==> src/rtl/spi_host_pkg.sv <==
package spi_host_pkg;
    timeunit 1ns;
    timeprecision 100ps;

    typedef enum logic [1:0] {
        MODE_OFF    = 2'b00,
        MODE_CONFIG = 2'b01,
        MODE_ACTIVE = 2'b10,
        MODE_BOTH   = 2'b11
    } op_mode_e;

    typedef enum logic [1:0] {
        ENG_IDLE  = 2'd0,
        ENG_SHIFT = 2'd1,
        ENG_GAP   = 2'd2
    } eng_state_e;

    localparam logic [4:0] OFF_MCTL  = 5'h00;
    localparam logic [4:0] OFF_CTL0  = 5'h04;
    localparam logic [4:0] OFF_CTL1  = 5'h08;
    localparam logic [4:0] OFF_SPACE = 5'h0C;
    localparam logic [4:0] OFF_STAT  = 5'h14;
    localparam logic [4:0] OFF_DATA  = 5'h18;

    typedef struct packed {
        logic       msb_first;
        logic       cpha;
        logic       cpol;
        logic       wide;
        logic [7:0] div;
        logic [7:0] space;
    } eng_cfg_t;
endpackage

==> src/rtl/spi_host_fifo.sv <==
module spi_host_fifo #(
    parameter int WIDTH = 16,
    parameter int DEPTH = 4
) (
    input  logic                         clk,
    input  logic                         rst_n,
    input  logic                         clr,
    input  logic                         push,
    input  logic [WIDTH-1:0]             din,
    input  logic                         pop,
    output logic [WIDTH-1:0]             dout,
    output logic [$clog2(DEPTH+1)-1:0]   count,
    output logic                         full,
    output logic                         empty
);
    timeunit 1ns;
    timeprecision 100ps;

    localparam int AW = (DEPTH > 1) ? $clog2(DEPTH) : 1;
    localparam int CW = $clog2(DEPTH+1);

    logic [WIDTH-1:0] mem [DEPTH];
    logic [AW-1:0]    wp, rp;
    logic [CW-1:0]    cnt;
    logic             do_push, do_pop;

    assign full    = (cnt == CW'(DEPTH));
    assign empty   = (cnt == '0);
    assign do_push = push && !full && !clr;
    assign do_pop  = pop && !empty && !clr;
    assign dout    = mem[rp];
    assign count   = cnt;

    function automatic logic [AW-1:0] bump(input logic [AW-1:0] p);
        return (p == AW'(DEPTH-1)) ? '0 : p + 1'b1;
    endfunction

    always_ff @(posedge clk or negedge rst_n) begin
        if (!rst_n) begin
            wp  <= '0;
            rp  <= '0;
            cnt <= '0;
        end else if (clr) begin
            wp  <= '0;
            rp  <= '0;
            cnt <= '0;
        end else begin
            if (do_push) wp <= bump(wp);
            if (do_pop)  rp <= bump(rp);
            if (do_push && !do_pop)      cnt <= cnt + 1'b1;
            else if (do_pop && !do_push) cnt <= cnt - 1'b1;
        end
    end

    always_ff @(posedge clk) begin
        if (do_push) mem[wp] <= din;
    end


    no_overflow_chk: assert property (@(posedge clk) disable iff (!rst_n)
        (push && full && !pop && !clr) |=> (cnt == $past(cnt)));


    depth_bound_chk: assert property (@(posedge clk) disable iff (!rst_n)
        cnt <= CW'(DEPTH));
endmodule

==> src/rtl/spi_host_engine.sv <==
module spi_host_engine
    import spi_host_pkg::*;
#(
    parameter int MAXW = 16,
    parameter int DIVW = 8
) (
    input  logic            clk,
    input  logic            rst_n,
    input  logic            run,
    input  eng_cfg_t        cfg,
    input  logic            tx_avail,
    input  logic [MAXW-1:0] tx_word,
    output logic            tx_pop,
    output logic            rx_push,
    output logic [MAXW-1:0] rx_word,
    output logic            sck,
    output logic            mosi,
    input  logic            miso,
    output logic            idle
);
    timeunit 1ns;
    timeprecision 100ps;

    localparam int BW = $clog2(MAXW);
    localparam int NW = MAXW / 2;

    eng_state_e      state, state_n;
    logic [DIVW-1:0] cnt;
    logic [BW-1:0]   bitn;
    logic [MAXW-1:0] tsh, rsh, rx_next;
    logic [7:0]      gcnt;
    logic [DIVW-1:0] div_eff;
    logic [DIVW:0]   half_w;
    logic [DIVW-1:0] half;
    logic [BW-1:0]   last;
    logic            start, sample, bit_end, word_end;

    assign div_eff  = (cfg.div == '0) ? DIVW'(1) : cfg.div;
    assign half_w   = ({1'b0, div_eff} + 1'b1) >> 1;
    assign half     = half_w[DIVW-1:0];
    assign last     = cfg.wide ? BW'(MAXW-1) : BW'(NW-1);

    assign start    = (state == ENG_IDLE) && run && tx_avail;
    assign sample   = (state == ENG_SHIFT) && (cnt == half);
    assign bit_end  = (state == ENG_SHIFT) && (cnt == div_eff);
    assign word_end = bit_end && (bitn == last);

    // state register
    always_ff @(posedge clk or negedge rst_n) begin
        if (!rst_n) state <= ENG_IDLE;
        else        state <= state_n;
    end

    // next state
    always_comb begin
        state_n = state;
        unique case (state)
            ENG_IDLE:  if (start) state_n = ENG_SHIFT;
            ENG_SHIFT: if (word_end) state_n = (cfg.space != '0) ? ENG_GAP : ENG_IDLE;
            ENG_GAP:   if (gcnt == '0) state_n = ENG_IDLE;
            default:   state_n = ENG_IDLE;
        endcase
    end

    // received bit merge
    always_comb begin
        if (cfg.msb_first) rx_next = {rsh[MAXW-2:0], miso};
        else               rx_next = {miso, rsh[MAXW-1:1]};
    end

    // datapath
    always_ff @(posedge clk or negedge rst_n) begin
        if (!rst_n) begin
            cnt  <= '0;
            bitn <= '0;
            tsh  <= '0;
            rsh  <= '0;
            gcnt <= '0;
        end else begin
            if (start) begin
                tsh  <= tx_word;
                rsh  <= '0;
                cnt  <= '0;
                bitn <= '0;
            end else if (state == ENG_SHIFT) begin
                if (sample) rsh <= rx_next;
                if (bit_end) begin
                    cnt  <= '0;
                    bitn <= bitn + 1'b1;
                    tsh  <= cfg.msb_first ? (tsh << 1) : (tsh >> 1);
                end else begin
                    cnt <= cnt + 1'b1;
                end
                if (word_end) gcnt <= cfg.space - 1'b1;
            end else if (state == ENG_GAP) begin
                gcnt <= gcnt - 1'b1;
            end
        end
    end

    // outputs
    always_comb begin
        tx_pop  = start;
        rx_push = sample && (bitn == last);
        rx_word = (!cfg.msb_first && !cfg.wide) ? (rx_next >> NW) : rx_next;
        idle    = (state == ENG_IDLE);
        if (state == ENG_SHIFT) begin
            sck  = cfg.cpol ^ ((cnt < half) ? cfg.cpha : ~cfg.cpha);
            mosi = cfg.msb_first ? tsh[last] : tsh[0];
        end else begin
            sck  = cfg.cpol;
            mosi = 1'b0;
        end
    end


    bit_range_chk: assert property (@(posedge clk) disable iff (!rst_n)
        (state == ENG_SHIFT) |-> (bitn <= last));


    count_range_chk: assert property (@(posedge clk) disable iff (!rst_n)
        (state == ENG_SHIFT) |-> (cnt <= div_eff));
endmodule

==> src/rtl/spi_host_ctrl.sv <==
module spi_host_ctrl
    import spi_host_pkg::*;
#(
    parameter int FIFO_DEPTH = 4,
    parameter int WORD_MAX   = 16
) (
    input  logic        clk,
    input  logic        rst_n,
    input  logic        bus_sel,
    input  logic        bus_wr,
    input  logic [4:0]  bus_addr,
    input  logic [31:0] bus_wdata,
    output logic [31:0] bus_rdata,
    output logic        irq,
    output logic        sck,
    output logic        mosi,
    input  logic        miso
);
    timeunit 1ns;
    timeprecision 100ps;

    localparam int CW = $clog2(FIFO_DEPTH+1);

    op_mode_e           mode;
    logic               stop_req;
    logic [15:0]        ctl0;
    logic [7:0]         div;
    logic               wide;
    logic [7:0]         space;
    logic               ovr;

    logic               wr_en, rd_en, clr;
    logic               tx_push, tx_pop, tx_full, tx_empty;
    logic               rx_push, rx_pop, rx_full, rx_empty;
    logic [WORD_MAX-1:0] tx_dout, rx_dout, rx_word;
    logic [CW-1:0]      tx_cnt, rx_cnt;
    logic               eng_idle, run;
    logic               rx_flag, tx_flag;
    logic [2:0]         tx_cnt3, rx_cnt3;
    eng_cfg_t           cfg;

    assign wr_en   = bus_sel && bus_wr;
    assign rd_en   = bus_sel && !bus_wr;
    assign clr     = wr_en && (bus_addr == OFF_MCTL) && bus_wdata[0];
    assign tx_push = wr_en && (bus_addr == OFF_DATA);
    assign rx_pop  = rd_en && (bus_addr == OFF_DATA);
    assign run     = (mode == MODE_ACTIVE) && !stop_req;

    assign cfg.msb_first = ctl0[2];
    assign cfg.cpha      = ctl0[1];
    assign cfg.cpol      = ctl0[0];
    assign cfg.wide      = wide;
    assign cfg.div       = div;
    assign cfg.space     = space;

    // register file
    always_ff @(posedge clk or negedge rst_n) begin
        if (!rst_n) begin
            mode     <= MODE_CONFIG;
            stop_req <= 1'b0;
            ctl0     <= '0;
            div      <= 8'd1;
            wide     <= 1'b0;
            space    <= '0;
        end else if (wr_en) begin
            unique case (bus_addr)
                OFF_MCTL: begin
                    mode     <= op_mode_e'(bus_wdata[7:6]);
                    stop_req <= bus_wdata[1];
                end
                OFF_CTL0:  ctl0 <= bus_wdata[15:0];
                OFF_CTL1: if (mode == MODE_CONFIG) begin
                    div  <= bus_wdata[15:8];
                    wide <= (bus_wdata[4:0] == 5'd16);
                end
                OFF_SPACE: space <= bus_wdata[7:0];
                default: ;
            endcase
        end
    end

    // sticky overrun
    always_ff @(posedge clk or negedge rst_n) begin
        if (!rst_n)                  ovr <= 1'b0;
        else if (clr)                ovr <= 1'b0;
        else if (rx_push && rx_full) ovr <= 1'b1;
    end

    spi_host_fifo #(.WIDTH(WORD_MAX), .DEPTH(FIFO_DEPTH)) u_txq (
        .clk(clk), .rst_n(rst_n), .clr(clr),
        .push(tx_push), .din(bus_wdata[WORD_MAX-1:0]),
        .pop(tx_pop), .dout(tx_dout),
        .count(tx_cnt), .full(tx_full), .empty(tx_empty)
    );

    spi_host_fifo #(.WIDTH(WORD_MAX), .DEPTH(FIFO_DEPTH)) u_rxq (
        .clk(clk), .rst_n(rst_n), .clr(clr),
        .push(rx_push), .din(rx_word),
        .pop(rx_pop), .dout(rx_dout),
        .count(rx_cnt), .full(rx_full), .empty(rx_empty)
    );

    spi_host_engine #(.MAXW(WORD_MAX), .DIVW(8)) u_eng (
        .clk(clk), .rst_n(rst_n), .run(run), .cfg(cfg),
        .tx_avail(!tx_empty), .tx_word(tx_dout), .tx_pop(tx_pop),
        .rx_push(rx_push), .rx_word(rx_word),
        .sck(sck), .mosi(mosi), .miso(miso), .idle(eng_idle)
    );

    assign tx_cnt3 = 3'(tx_cnt);
    assign rx_cnt3 = 3'(rx_cnt);
    assign rx_flag = (rx_cnt3 >= ({1'b0, ctl0[13:12]} + 3'd1));
    assign tx_flag = (tx_cnt3 <= {1'b0, ctl0[15:14]});
    assign irq     = rx_flag && ctl0[9];

    // read mux
    always_comb begin
        bus_rdata = '0;
        unique case (bus_addr)
            OFF_MCTL:  bus_rdata = {24'd0, mode, 4'd0, stop_req, 1'b0};
            OFF_CTL0:  bus_rdata = {16'd0, ctl0};
            OFF_CTL1:  bus_rdata = {16'd0, div, 3'd0, (wide ? 5'd16 : 5'd8)};
            OFF_SPACE: bus_rdata = {24'd0, space};
            OFF_STAT:  bus_rdata = {16'd0, tx_flag, rx_flag, tx_cnt3, rx_cnt3,
                                    ovr, 4'd0, (eng_idle && tx_empty),
                                    !tx_full, !rx_empty};
            OFF_DATA:  bus_rdata = {{(32-WORD_MAX){1'b0}}, rx_dout};
            default:   bus_rdata = '0;
        endcase
    end


    cfg_lock_chk: assert property (@(posedge clk) disable iff (!rst_n)
        (wr_en && bus_addr == OFF_CTL1 && mode != MODE_CONFIG)
            |=> ($stable(div) && $stable(wide)));


    hold_idle_chk: assert property (@(posedge clk) disable iff (!rst_n)
        (!run && eng_idle) |=> eng_idle);


    irq_level_chk: assert property (@(posedge clk) disable iff (!rst_n)
        irq |-> (rx_cnt3 > {1'b0, ctl0[13:12]}));


    ovr_sticky_chk: assert property (@(posedge clk) disable iff (!rst_n)
        (ovr && !clr) |=> ovr);


    clear_chk: assert property (@(posedge clk) disable iff (!rst_n)
        clr |=> (tx_cnt == '0 && rx_cnt == '0 && !ovr));
endmodule

==> config.mk <==
export PLATFORM = sky130hd
export DESIGN_NAME = spi_host_ctrl
export DESIGN_NICKNAME = d
export VERILOG_FILES = /design/src/rtl/spi_host_pkg.sv /design/src/rtl/spi_host_fifo.sv /design/src/rtl/spi_host_engine.sv /design/src/rtl/spi_host_ctrl.sv
export SDC_FILE = /design/constraint.sdc
export NUM_CORES = 1
export LEC_CHECK = 0
export BUFFER_PORTS_ARGS = -buffer_cell sky130_fd_sc_hd__buf_2
export CORE_MARGIN = 8
export CORE_UTILIZATION = 50
export DETAILED_ROUTE_END_ITERATION = 6
export GPL_ROUTABILITY_DRIVEN = 0
export GPL_TIMING_DRIVEN = 1
export PLACE_DENSITY = 0.68
export SLEW_MARGIN = 20
export SYNTH_ARGS = -nofsm -noshare
export SYNTH_HDL_FRONTEND = slang
export SYNTH_SLANG_ARGS = --single-unit
==> constraint.sdc <==
create_clock -name clk -period 8.6 [get_ports clk]
set_clock_uncertainty 0.2 [all_clocks]
set_input_delay 0.43 -clock clk [delete_from_list [all_inputs] [get_ports clk]]
set_output_delay 0.43 -clock clk [all_outputs]
set_load 0.02 [all_outputs]
== Yosys cells after proc, flatten, opt, wreduce, memory -nomap -nowiden ==
Memory sizes are Yosys's and may differ from the RTL's.
Cells that the tools add are included.

* Register bits: 105
* Bits in latches: 0
* RAM bits: 128
* Memory bits (read-only): 0
* Bits of input ports: 42
* Logic and storage cells: 189
* Memories: 2

{| class="wikitable"
|+ Memory list
! name !! words !! width !! read ports !! clocked after Yosys merged registers in !! wr ports !! line !! RTL
|-
| u_rxq.mem || 4 || 16 || 1 || 0 || 1 || spi_host_fifo.sv:22 || <nowiki>logic [WIDTH-1:0] mem [DEPTH];</nowiki>
|-
| u_txq.mem || 4 || 16 || 1 || 0 || 1 || spi_host_fifo.sv:22 ||
|}

* Add/subtract/negate cells: 14
* $mul: 0
* Divide/modulo/power cells: 0
* Magnitude comparators: 4
* Equality and inequality tests: 22
* Shift-type cells: 0
* Muxes and demuxes: 57
* Bitwise operators: 3
* Reduce and logical (&&, ||, !) cells: 68

{| class="wikitable"
|+ Operator list
! operator !! number
|-
| $mux W16 || 9
|-
| $pmux W16 S6 || 1
|-
| $mux W8 || 7
|-
| $mux W2 || 16
|-
| $logic_and A1 B1 Y1 || 29
|-
| $mux W3 || 6
|-
| $reduce_bool A2 Y1 || 9
|-
| $eq A8 B8 Y1 || 2
|-
| $logic_not A8 Y1 || 2
|-
| $mux W4 || 4
|-
| $sub A8 B1 Y8 const B || 2
|-
| $eq A5 B5 Y1 const B || 3
|-
| $logic_not A1 Y1 || 13
|-
| $eq A2 B2 Y1 const B || 6
|-
| $mux W1 || 11
|-
| $eq A5 B4 Y1 const B || 2
|-
| $reduce_and A2 Y1 || 5
|-
| $add A8 B1 Y9 const B || 1
|-
| $reduce_and A3 Y1 || 3
|-
| $add A2 B1 Y2 const B || 4
|-
| $add A8 B1 Y8 const B || 1
|-
| $lt A8 B8 Y1 || 1
|-
| $reduce_bool A8 Y1 || 1
|-
| $add A3 B1 Y3 const B || 2
|-
| other kinds (20) || 28
|}

== Longest topological paths before layout ==
Gate-level depths: netlist (run 1).

* Depth in word-level cells: 13
* Depth in mapped cells: 14
* Gate-level depth less buffers: 14

== Hierarchy ==
A second synthesis (run 1) with hierarchy kept.

* Cell total of the unflattened synthesis: 951
* Area total of the unflattened synthesis: 11922.7 um^2

{| class="wikitable"
|+ Modules (own cells, without submodules)
! module !! instances !! cells an instance !! area an instance (um^2) !! sequential area each (um^2)
|-
| spi_host_engine || 1 || 455 || 3896.2 || 1351.3
|-
| spi_host_fifo at u_txq || 1 || 153 || 2990.4 || 2097.0
|-
| spi_host_fifo at u_rxq || 1 || 147 || 2896.5 || 2097.0
|-
| spi_host_ctrl || 1 || 196 || 2139.6 || 928.4
|}

== Least setup slack after synthesis (run 1) ==
OpenSTA, ideal clock, no wires.

* Kind: reg2reg
* From: register div[0]
* To: memory u_rxq.mem[3][0] (enable)
* Arrival time: 3172 ps
* Required time: 8026 ps
* Path slack: 4854 ps
* Stages on the path, launching flop included: 12
* Path buffers: 0
* Clock period less this slack: 3746 ps
* Cells stage by stage: dfstp_2 and2_1 nand3_1 nor2_1 nand3_1 xor2_1 ha_1 nand4_1 nor3_1 nand3b_1 nor2_1 and2_1

* Cells in the longest elaborated chain, start to end: 10

{| class="wikitable"
|+ RTL lines
! item !! line !! RTL
|-
| start, declared || spi_host_ctrl.sv:27 || <nowiki>logic [7:0] div;</nowiki>
|-
| start signal, assigned || spi_host_ctrl.sv:73 || <nowiki>div <= bus_wdata[15:8];</nowiki>
|-
| $logic_not A8 Y1 || spi_host_engine.sv:38 || <nowiki>assign div_eff = (cfg.div == '0) ? DIVW'(1) : cfg.div;</nowiki>
|-
| $mux W8 (*) || spi_host_engine.sv:38 ||
|-
| $add A8 B1 Y9 (*) || spi_host_engine.sv:39 || <nowiki>assign half_w = ({1'b0, div_eff} + 1'b1) >> 1;</nowiki>
|-
| $eq A8 B8 Y1 (*) || spi_host_engine.sv:44 || <nowiki>assign sample = (state == ENG_SHIFT) && (cnt == half);</nowiki>
|-
| $logic_and A1 B1 Y1 (*) || spi_host_engine.sv:44 ||
|-
| $logic_and A1 B1 Y1 (*) || spi_host_engine.sv:104 || <nowiki>rx_push = sample && (bitn == last);</nowiki>
|-
| $logic_and A1 B1 Y1 (*) (2 in a row) || spi_host_fifo.sv:29 || <nowiki>assign do_push = push && !full && !clr;</nowiki>
|-
| $mux W1 (*) || spi_host_fifo.sv:56 || <nowiki>if (do_push) mem[wp] <= din;</nowiki>
|-
| $mux W1 (not written as such) (*) || spi_host_fifo.sv:56 ||
|-
| end, declared || spi_host_fifo.sv:22 ||
|}

Every way passes the cells marked *; elsewhere a longest branch is shown, timed or not.

== Worst setup path in the final report (run 1) ==
* From: register div[0]
* To: memory u_rxq.mem[1][0] (enable)

Same word-level chain as after synthesis.

==> run metrics, run 1 <==
status=finished clean; clock power share=0.321; combinational power share=0.227; clock latency on the worst-skew pair=0.51 ns; post-DP HPWL=17.5 mm; H-tree Lvls=1; maximum buffer depth of the clock tree=3; Worst Hold Launch=bus_wdata[12]; WS Path Type=flop to flop; Yosys Warn Count=0; Die Height=167 µm; Global Route Usage Sum=0.183; Slew HR=0.399; GRT overflow=0; ant diodes=0; core area=0.0224 mm²; Initial Utilization=0.506; leakage power=4.93 nW; Power, Total=0.00345 W; Post-synth EDFFs=128; ranking of synthesized cells by area=edfxtp_1 (34%), dfrtp_1 (23%), mux4_2 (6.4%), mux2i_1 (3.6%), ha_1 (3.3%); clock-pin transition on the worst setup and hold timing paths=0.07 ns; post-CTS resize count=0; Worst setup SP type=flop; Switching Share=0.309; fin nets=1,012; vias=7,380; Pint=0.00239 W; total CTS buffers=25; number of synthesized register bits=233; final cell utilization of the core=0.567; Hold Vio Cnt, Final=0; Top Ports=77; sequential share of the synthesized area=0.571; share of post-route cells with drive strength above 1=0.188; Post-Synthesis Cells=898; CP Capture Type=flop; Final Max Slew Viols=0; first-pass GRT wire length=40.9 mm; Critical path origin=div[0]$_DFFE_PN1P_; TNS Setup=0 ns; fmax=0.220 GHz; CTS tree=done; First-pass DRT Iterations=6; DIE AREA=0.0278 mm²; synthesized cell area=0.0113 mm²; largest net degree at the start of global routing=62; routed vias/inst=5.95; area post-placement=0.0118 mm²; most area-hungry cell type in the Yosys netlist=edfxtp_1; Synth async-reset ratio=0.451; First DRT Iteration DRCs=591; # DRC=0; Die W=167 µm; Buffers on Ports=44; Filler cells=1,822; ys flop type=edfxtp_1; area grow syn2layout=12.1%; Tcrit/Tclk final=0.528; post-synthesis cell type count=63; RSZ-0062 raised after global routing=no; antenna viol nets, final=0; Worst VDD drop=0.246 mV; WP data required=8.54 ns; wire per inst=20.9 µm; crit path DAT=4.48 ns; CP max FO=34; final wirelength=26.0 mm; TritonCTS Sinks=233; Post-CTS Hold Buffers=7; max cap viols=0; synth cell count leaders=edfxtp_1 (128), dfrtp_1 (103), nand2_1 (78), nor2_1 (51), o21ai_0 (44); Worst Max-Slew Pin Slew=0.898 ns; most numerous cell in the Yosys netlist=edfxtp_1; sequential share of power=0.452; postcts setup bufs=0; initial antenna violation count=0; setup violators final=0; Synth top area share=0.339; post-route design area=0.0127 mm²; FF-to-FF Start=div[0]$_DFFE_PN1P_; HP Class=input pin to flop; power density cells=271 mW/mm²; vias in the first global route=7,210; CTS Root Cell=clkbuf_16; crit path time final=4.54 ns; Std-Cell Rows=55; Avg Inst Size Synth=12.6 µm²; P_sw=0.00107 W
critical path: stages (launching register included):
cell	delay, ns
dfstp_2	0.60
and2_1	0.22
nand3_1	0.13
nor2_1	0.29
nand3_1	0.13
xor2_1	0.18
ha_1	0.31
nand4_1	0.15
nor3_2	0.23
buf_4	0.37
nand3b_1	0.33
nor2_1	0.26
and2_1	0.75
cell usage in the layout (no fill, tap or decap), drive strengths merged, types with 28 or more instances in the layout:
cell type    n
ha          30
mux2i       41
nor2        51
mux2        32
clkbuf      28
a21oi       31
nor3        39
dfrtp      103
mux4        32
buf         58
edfxtp     128
nand2       78
o21ai       44
logic make-up after synthesis:
group	count (synthesis)	share of synthesized area
simple gates	250	0.108
flops	233	0.571
compound gates	160	0.0965
mux	105	0.131
buf+inv	90	0.0358
fa+ha+maj	32	0.0366
xor+xnor	27	0.0208
other cells	1	0.000330
state kept, by name, summed over array words and instances (netlist names), 4 cells and up:
register / cells
ctl0: 16
u_rxq.mem: 64
u_txq.mem: 64
u_eng.cnt: 8
u_eng.rsh: 16
u_eng.gcnt: 8
div: 8
u_eng.bitn: 4
u_eng.tsh: 16
space: 8
layout make-up:
class / instances / area [µm²] / share of cell area
Inverter: 23 / 86.3 / 0.00679
Tap cell: 285 / 357 / 0.0280
Timing Repair Buffer: 65 / 398 / 0.0313
Sequential cell: 233 / 6480 / 0.509
Multi-Input combinational cell: 590 / 4550 / 0.358
Clock inverter: 17 / 201 / 0.0158
Clock buffer: 28 / 647 / 0.0509
final timing paths:
| kind | end | slack (ns) | cells past startpoint |
|---|---|---|---|
| setup / recovery | u_rxq.mem[1][0]$_DFFE_PP_ | 4.06 | 12 |
| hold / removal | u_txq.mem[1][12]$_DFFE_PP_ | 0.03 | 1 |
| setup reg to reg | u_rxq.mem[1][0]$_DFFE_PP_ | 4.06 | 12 |
| hold reg to reg | ctl0[8]$_DFFE_PN0P_ | 0.31 | 1 |
| max in group asynchronous | ctl0[2]$_DFFE_PN0P_ | 6.64 | 3 |
| min in group asynchronous | u_rxq.count[1]$_DFFE_PN0P_ | 0.30 | 2 |
metrics by stage:
stage / hold WS (ns) / worst slack [ns] / std cells
after floorplan: -0.0656 / 4.85 / 913
after global placement: 0.290 / 4.16 / 1189
after detailed placement: 0.299 / 4.08 / 1189
after CTS: 0.0182 / 4.05 / 1241
after global routing: 0.0257 / 3.70 / 1241
final: 0.0268 / 4.06 / 1241
power by group through the flow:
stage	clock (W)	sequential [W]	combinational, W
floorplan	0	0.00148	0.000646
finish	0.00111	0.00156	0.000784
CTS	0.00112	0.00156	0.000790
detailed placement	0	0.00158	0.000785
global route	0.00116	0.00159	0.000876
global placement	0	0.00158	0.000761
per-layer routing:
metal	part of all wire	GRT usage	wire (µm)	vias to the layer above
met1	0.44	0.242	11400	3724
li1	-	-	-	3436
met2	0.49	0.308	12800	177
met3	0.041	0.0298	1060	43
met4	0.025	0.0537	652	0
met5	0	0	0	-
Note: power is estimated with default switching activity, not from simulation.
==> inputs of run 2 (changes only) <==
--- a/config.mk
+++ b/config.mk
@@ -5,13 +5,14 @@
 export SDC_FILE = /design/constraint.sdc
 export NUM_CORES = 1
 export LEC_CHECK = 0
+export ABC_AREA = 1
 export BUFFER_PORTS_ARGS = -buffer_cell sky130_fd_sc_hd__buf_2
 export CORE_MARGIN = 8
 export CORE_UTILIZATION = 50
 export DETAILED_ROUTE_END_ITERATION = 6
 export GPL_ROUTABILITY_DRIVEN = 0
 export GPL_TIMING_DRIVEN = 1
-export PLACE_DENSITY = 0.68
+export PLACE_DENSITY = 0.7
 export SLEW_MARGIN = 20
 export SYNTH_ARGS = -nofsm -noshare
 export SYNTH_HDL_FRONTEND = slang
==> constraint.sdc (replaced) <==
create_clock -name clk -period 3.7 [get_ports clk]
set_clock_uncertainty 0.2 [all_clocks]
set_input_delay 0.185 -clock clk [delete_from_list [all_inputs] [get_ports clk]]
set_output_delay 0.185 -clock clk [all_outputs]
set_load 0.02 [all_outputs]
==> run metrics, run 2 <==
area post-placement=0.0120 mm² (+1.7%); core area=0.0227 mm² (+1.2%); power density cells=620 mW/mm² (+130%); Hold Vio Cnt, Final=0 (unchanged); largest net degree at the start of global routing=80 (+29%); Synth top area share=0.332 (-0.00638); setup violators final=0 (unchanged); ranking of synthesized cells by area=edfxtp_1 (33%), dfrtp_1 (22%), nand2_1 (8.2%), o21ai_0 (6.4%), inv_1 (4.2%); clock-pin transition on the worst setup and hold timing paths=0.06 ns (about the same); # DRC=0 (unchanged); Critical path origin=div[0]$_DFFE_PN1P_; wire per inst=17.8 µm (-15%); First-pass DRT Iterations=6 (unchanged); ys flop type=edfxtp_1; Yosys Warn Count=0 (unchanged); synth cell count leaders=nand2_1 (254), o21ai_0 (147), inv_1 (130), edfxtp_1 (128), dfrtp_1 (103); H-tree Lvls=1 (unchanged); CP Capture Type=flop; fmax=0.289 GHz (+31%); HP Class=input pin to flop; TritonCTS Sinks=233 (unchanged); Global Route Usage Sum=0.198 (+0.0147); most numerous cell in the Yosys netlist=nand2_1; max cap viols=0 (unchanged); CTS tree=done; area grow syn2layout=12.7%; Die Height=168 µm (+0.86%); post-route design area=0.0130 mm² (+2.5%); Initial Utilization=0.509 (+0.00346); vias in the first global route=8,191 (+14%); Buffers on Ports=44 (unchanged); Post-Synthesis Cells=1,221 (+36%); maximum buffer depth of the clock tree=3 (unchanged); crit path DAT=3.70 ns (-0.78 ns); crit path time final=3.46 ns (-1.07 ns); Worst Hold Launch=bus_sel; initial antenna violation count=0 (unchanged); CP max stage cell=dfstp_2; most area-hungry cell type in the Yosys netlist=edfxtp_1; Critical Path Max Stage Delay=0.56 ns (-0.19 ns); Synth async-reset ratio=0.451 (unchanged); DIE AREA=0.0283 mm² (+1.7%); WS Path Type=flop to flop; Avg Inst Size Synth=9.47 µm² (-25%); synthesized cell area=0.0116 mm² (+1.9%); GRT overflow=0 (unchanged); number of synthesized register bits=233 (unchanged); CTS Root Cell=clkbuf_16; Worst VDD drop=0.546 mV (+120%); most frequent cells in the layout=nand2_1 (254), o21ai_0 (147), inv_1 (130), edfxtp_1 (128), dfrtp_1 (103); Power, Total=0.00809 W (+130%); status=finished clean; clock latency on the worst-skew pair=0.53 ns (+0.02 ns); fin nets=1,357 (+34%); final wirelength=28.3 mm (+8.8%); antenna viol nets, final=0 (unchanged); Post-synth EDFFs=128 (unchanged); total CTS buffers=24 (-4.0%); First DRT Iteration DRCs=916 (+55%); WHS Path Cells=4 (+3); vias=8,679 (+18%); most used cell, CP=nand2_1; post-synthesis cell type count=52 (-17%); Worst Max-Slew Pin Slew=1.01 ns (+0.108 ns); ordered cell list for the critical path=nand2_1, nor2_2, inv_1, nor2_1, nand2_1, nor2_1, nand2_1, nand2_1, nand2_1, ha_1, nand2_1, nor2_4, nand2_2, nor3_4, nand2_4, inv_1, fa_1, nand3b_1, o21ai_1; Largest regs=u_rxq.mem: 64 flops, u_txq.mem: 64 flops; Slew HR=0.328 (-0.0717); FF-to-FF Start=div[0]$_DFFE_PN1P_; sequential share of the synthesized area=0.560 (-0.0107); CP max FO=4 (-88%); share of post-route cells with drive strength above 1=0.119 (-0.0691); Die W=168 µm (+0.86%); Worst setup SP type=flop; Final Max Slew Viols=0 (unchanged); leakage power=5.46 nW (+11%); Top Ports=77 (unchanged); post-DP HPWL=19.3 mm (+10%); R2R depth=19 (+7); WP data required=3.93 ns (-4.61 ns); ant diodes=0 (unchanged); Std-Cell Rows=55 (unchanged); most common cell after layout, fill and taps aside=nand2_1; Tcrit/Tclk final=0.936 (+0.408); routed vias/inst=5.47 (-8.0%); first-pass GRT wire length=44.9 mm (+9.6%)
run 2: changes by cell type after synthesis, moves of 14 or more:
cell,before,now
inv_1,22,130
o21ai_1,0,14
mux2_2,32,0
o21ai_0,44,147
nand3_1,16,66
mux4_2,32,0
nand2_1,78,254
o22ai_1,1,38
nor3_1,39,6
nor2_1,51,82
mux2i_1,41,2
run 2: final cells by class:
cell class	instances	area (µm²)
Multi-Input combinational cell	798	4280
Timing Repair Buffer	85	607
Inverter	141	529
Clock inverter	7	77.6
Clock buffer	37	709
Fill cell	1923	9670
Sequential cell	233	6470
Tap cell	285	357
run 2: final timing paths:
path | slack (ns) | end
setup / recovery | 0.24 | u_rxq.count[1]$_DFFE_PN0P_
hold / removal | 0.03 | mode[0]$_DFFE_PN1P_
setup reg to reg | 0.24 | u_rxq.count[1]$_DFFE_PN0P_
hold reg to reg | 0.28 | ctl0[0]$_DFFE_PN0P_
max in group asynchronous | 2.46 | u_eng.rsh[4]$_DFFE_PN0P_
min in group asynchronous | 0.09 | ctl0[9]$_DFFE_PN0P_
run 2: where the power goes:
part / switching, W / total, W / internal, W
combinational: 0.00153 / 0.00233 / 0.000796
clock: 0.000985 / 0.00238 / 0.00139
sequential: 0.000276 / 0.00338 / 0.00311
total: 0.00279 / 0.00809 / 0.00530
run 2: metrics by stage:
| step | util | worst slack [ns] | setup TNS (ns) | hold slack [ns] | std cells |
|---|---|---|---|---|---|
| 3_3_place_gp | 0.528 | 0.283 | 0 | 0.224 | 1518 |
| 6_report | 0.574 | 0.237 | 0 | 0.0332 | 1586 |
| 5_1_grt | 0.574 | -0.00934 | -0.00934 | 0.0562 | 1586 |
| 2_1_floorplan | - | 0.0972 | 0 | -0.311 | 1236 |
| 4_1_cts | 0.573 | 0.110 | 0 | 0.0290 | 1586 |
| 3_5_place_dp | 0.528 | 0.203 | 0 | 0.231 | 1518 |
run 2: metal layers:
layer | vias up | global-route usage | part of all wire
met1 | 4098 | 0.279 | 0.45
li1 | 4236 | - | -
met2 | 307 | 0.308 | 0.45
met5 | - | 0 | 0
met4 | 0 | 0.0551 | 0.022
met3 | 38 | 0.0379 | 0.080
run 2: cell families after synthesis:
group | count (synthesis) | share of synthesized area
simple gates | 458 | 0.179
compound gates | 271 | 0.133
flops | 233 | 0.560
buf+inv | 205 | 0.0763
fa+ha+maj | 32 | 0.0359
xor+xnor | 19 | 0.0144
mux | 2 | 0.00173
other cells | 1 | 0.000324
run 2: critical path, delay by kind of cell, from the launching register on:
kind	cells	cell delay (ns)
simple gates	14	1.73
buf+inv	2	0.16
flops	1	0.56
fa+ha+maj	2	0.65
compound gates	1	0.08
run 2: repair_timing:
item | 4_1_cts | 5_1_grt
hold buffers | 24 | 0
setup buffers | 0 | 1
resized for setup | 0 | 5
endpoints found under the setup margin | 0 | 67
hold endpoints to repair | 182 | 0
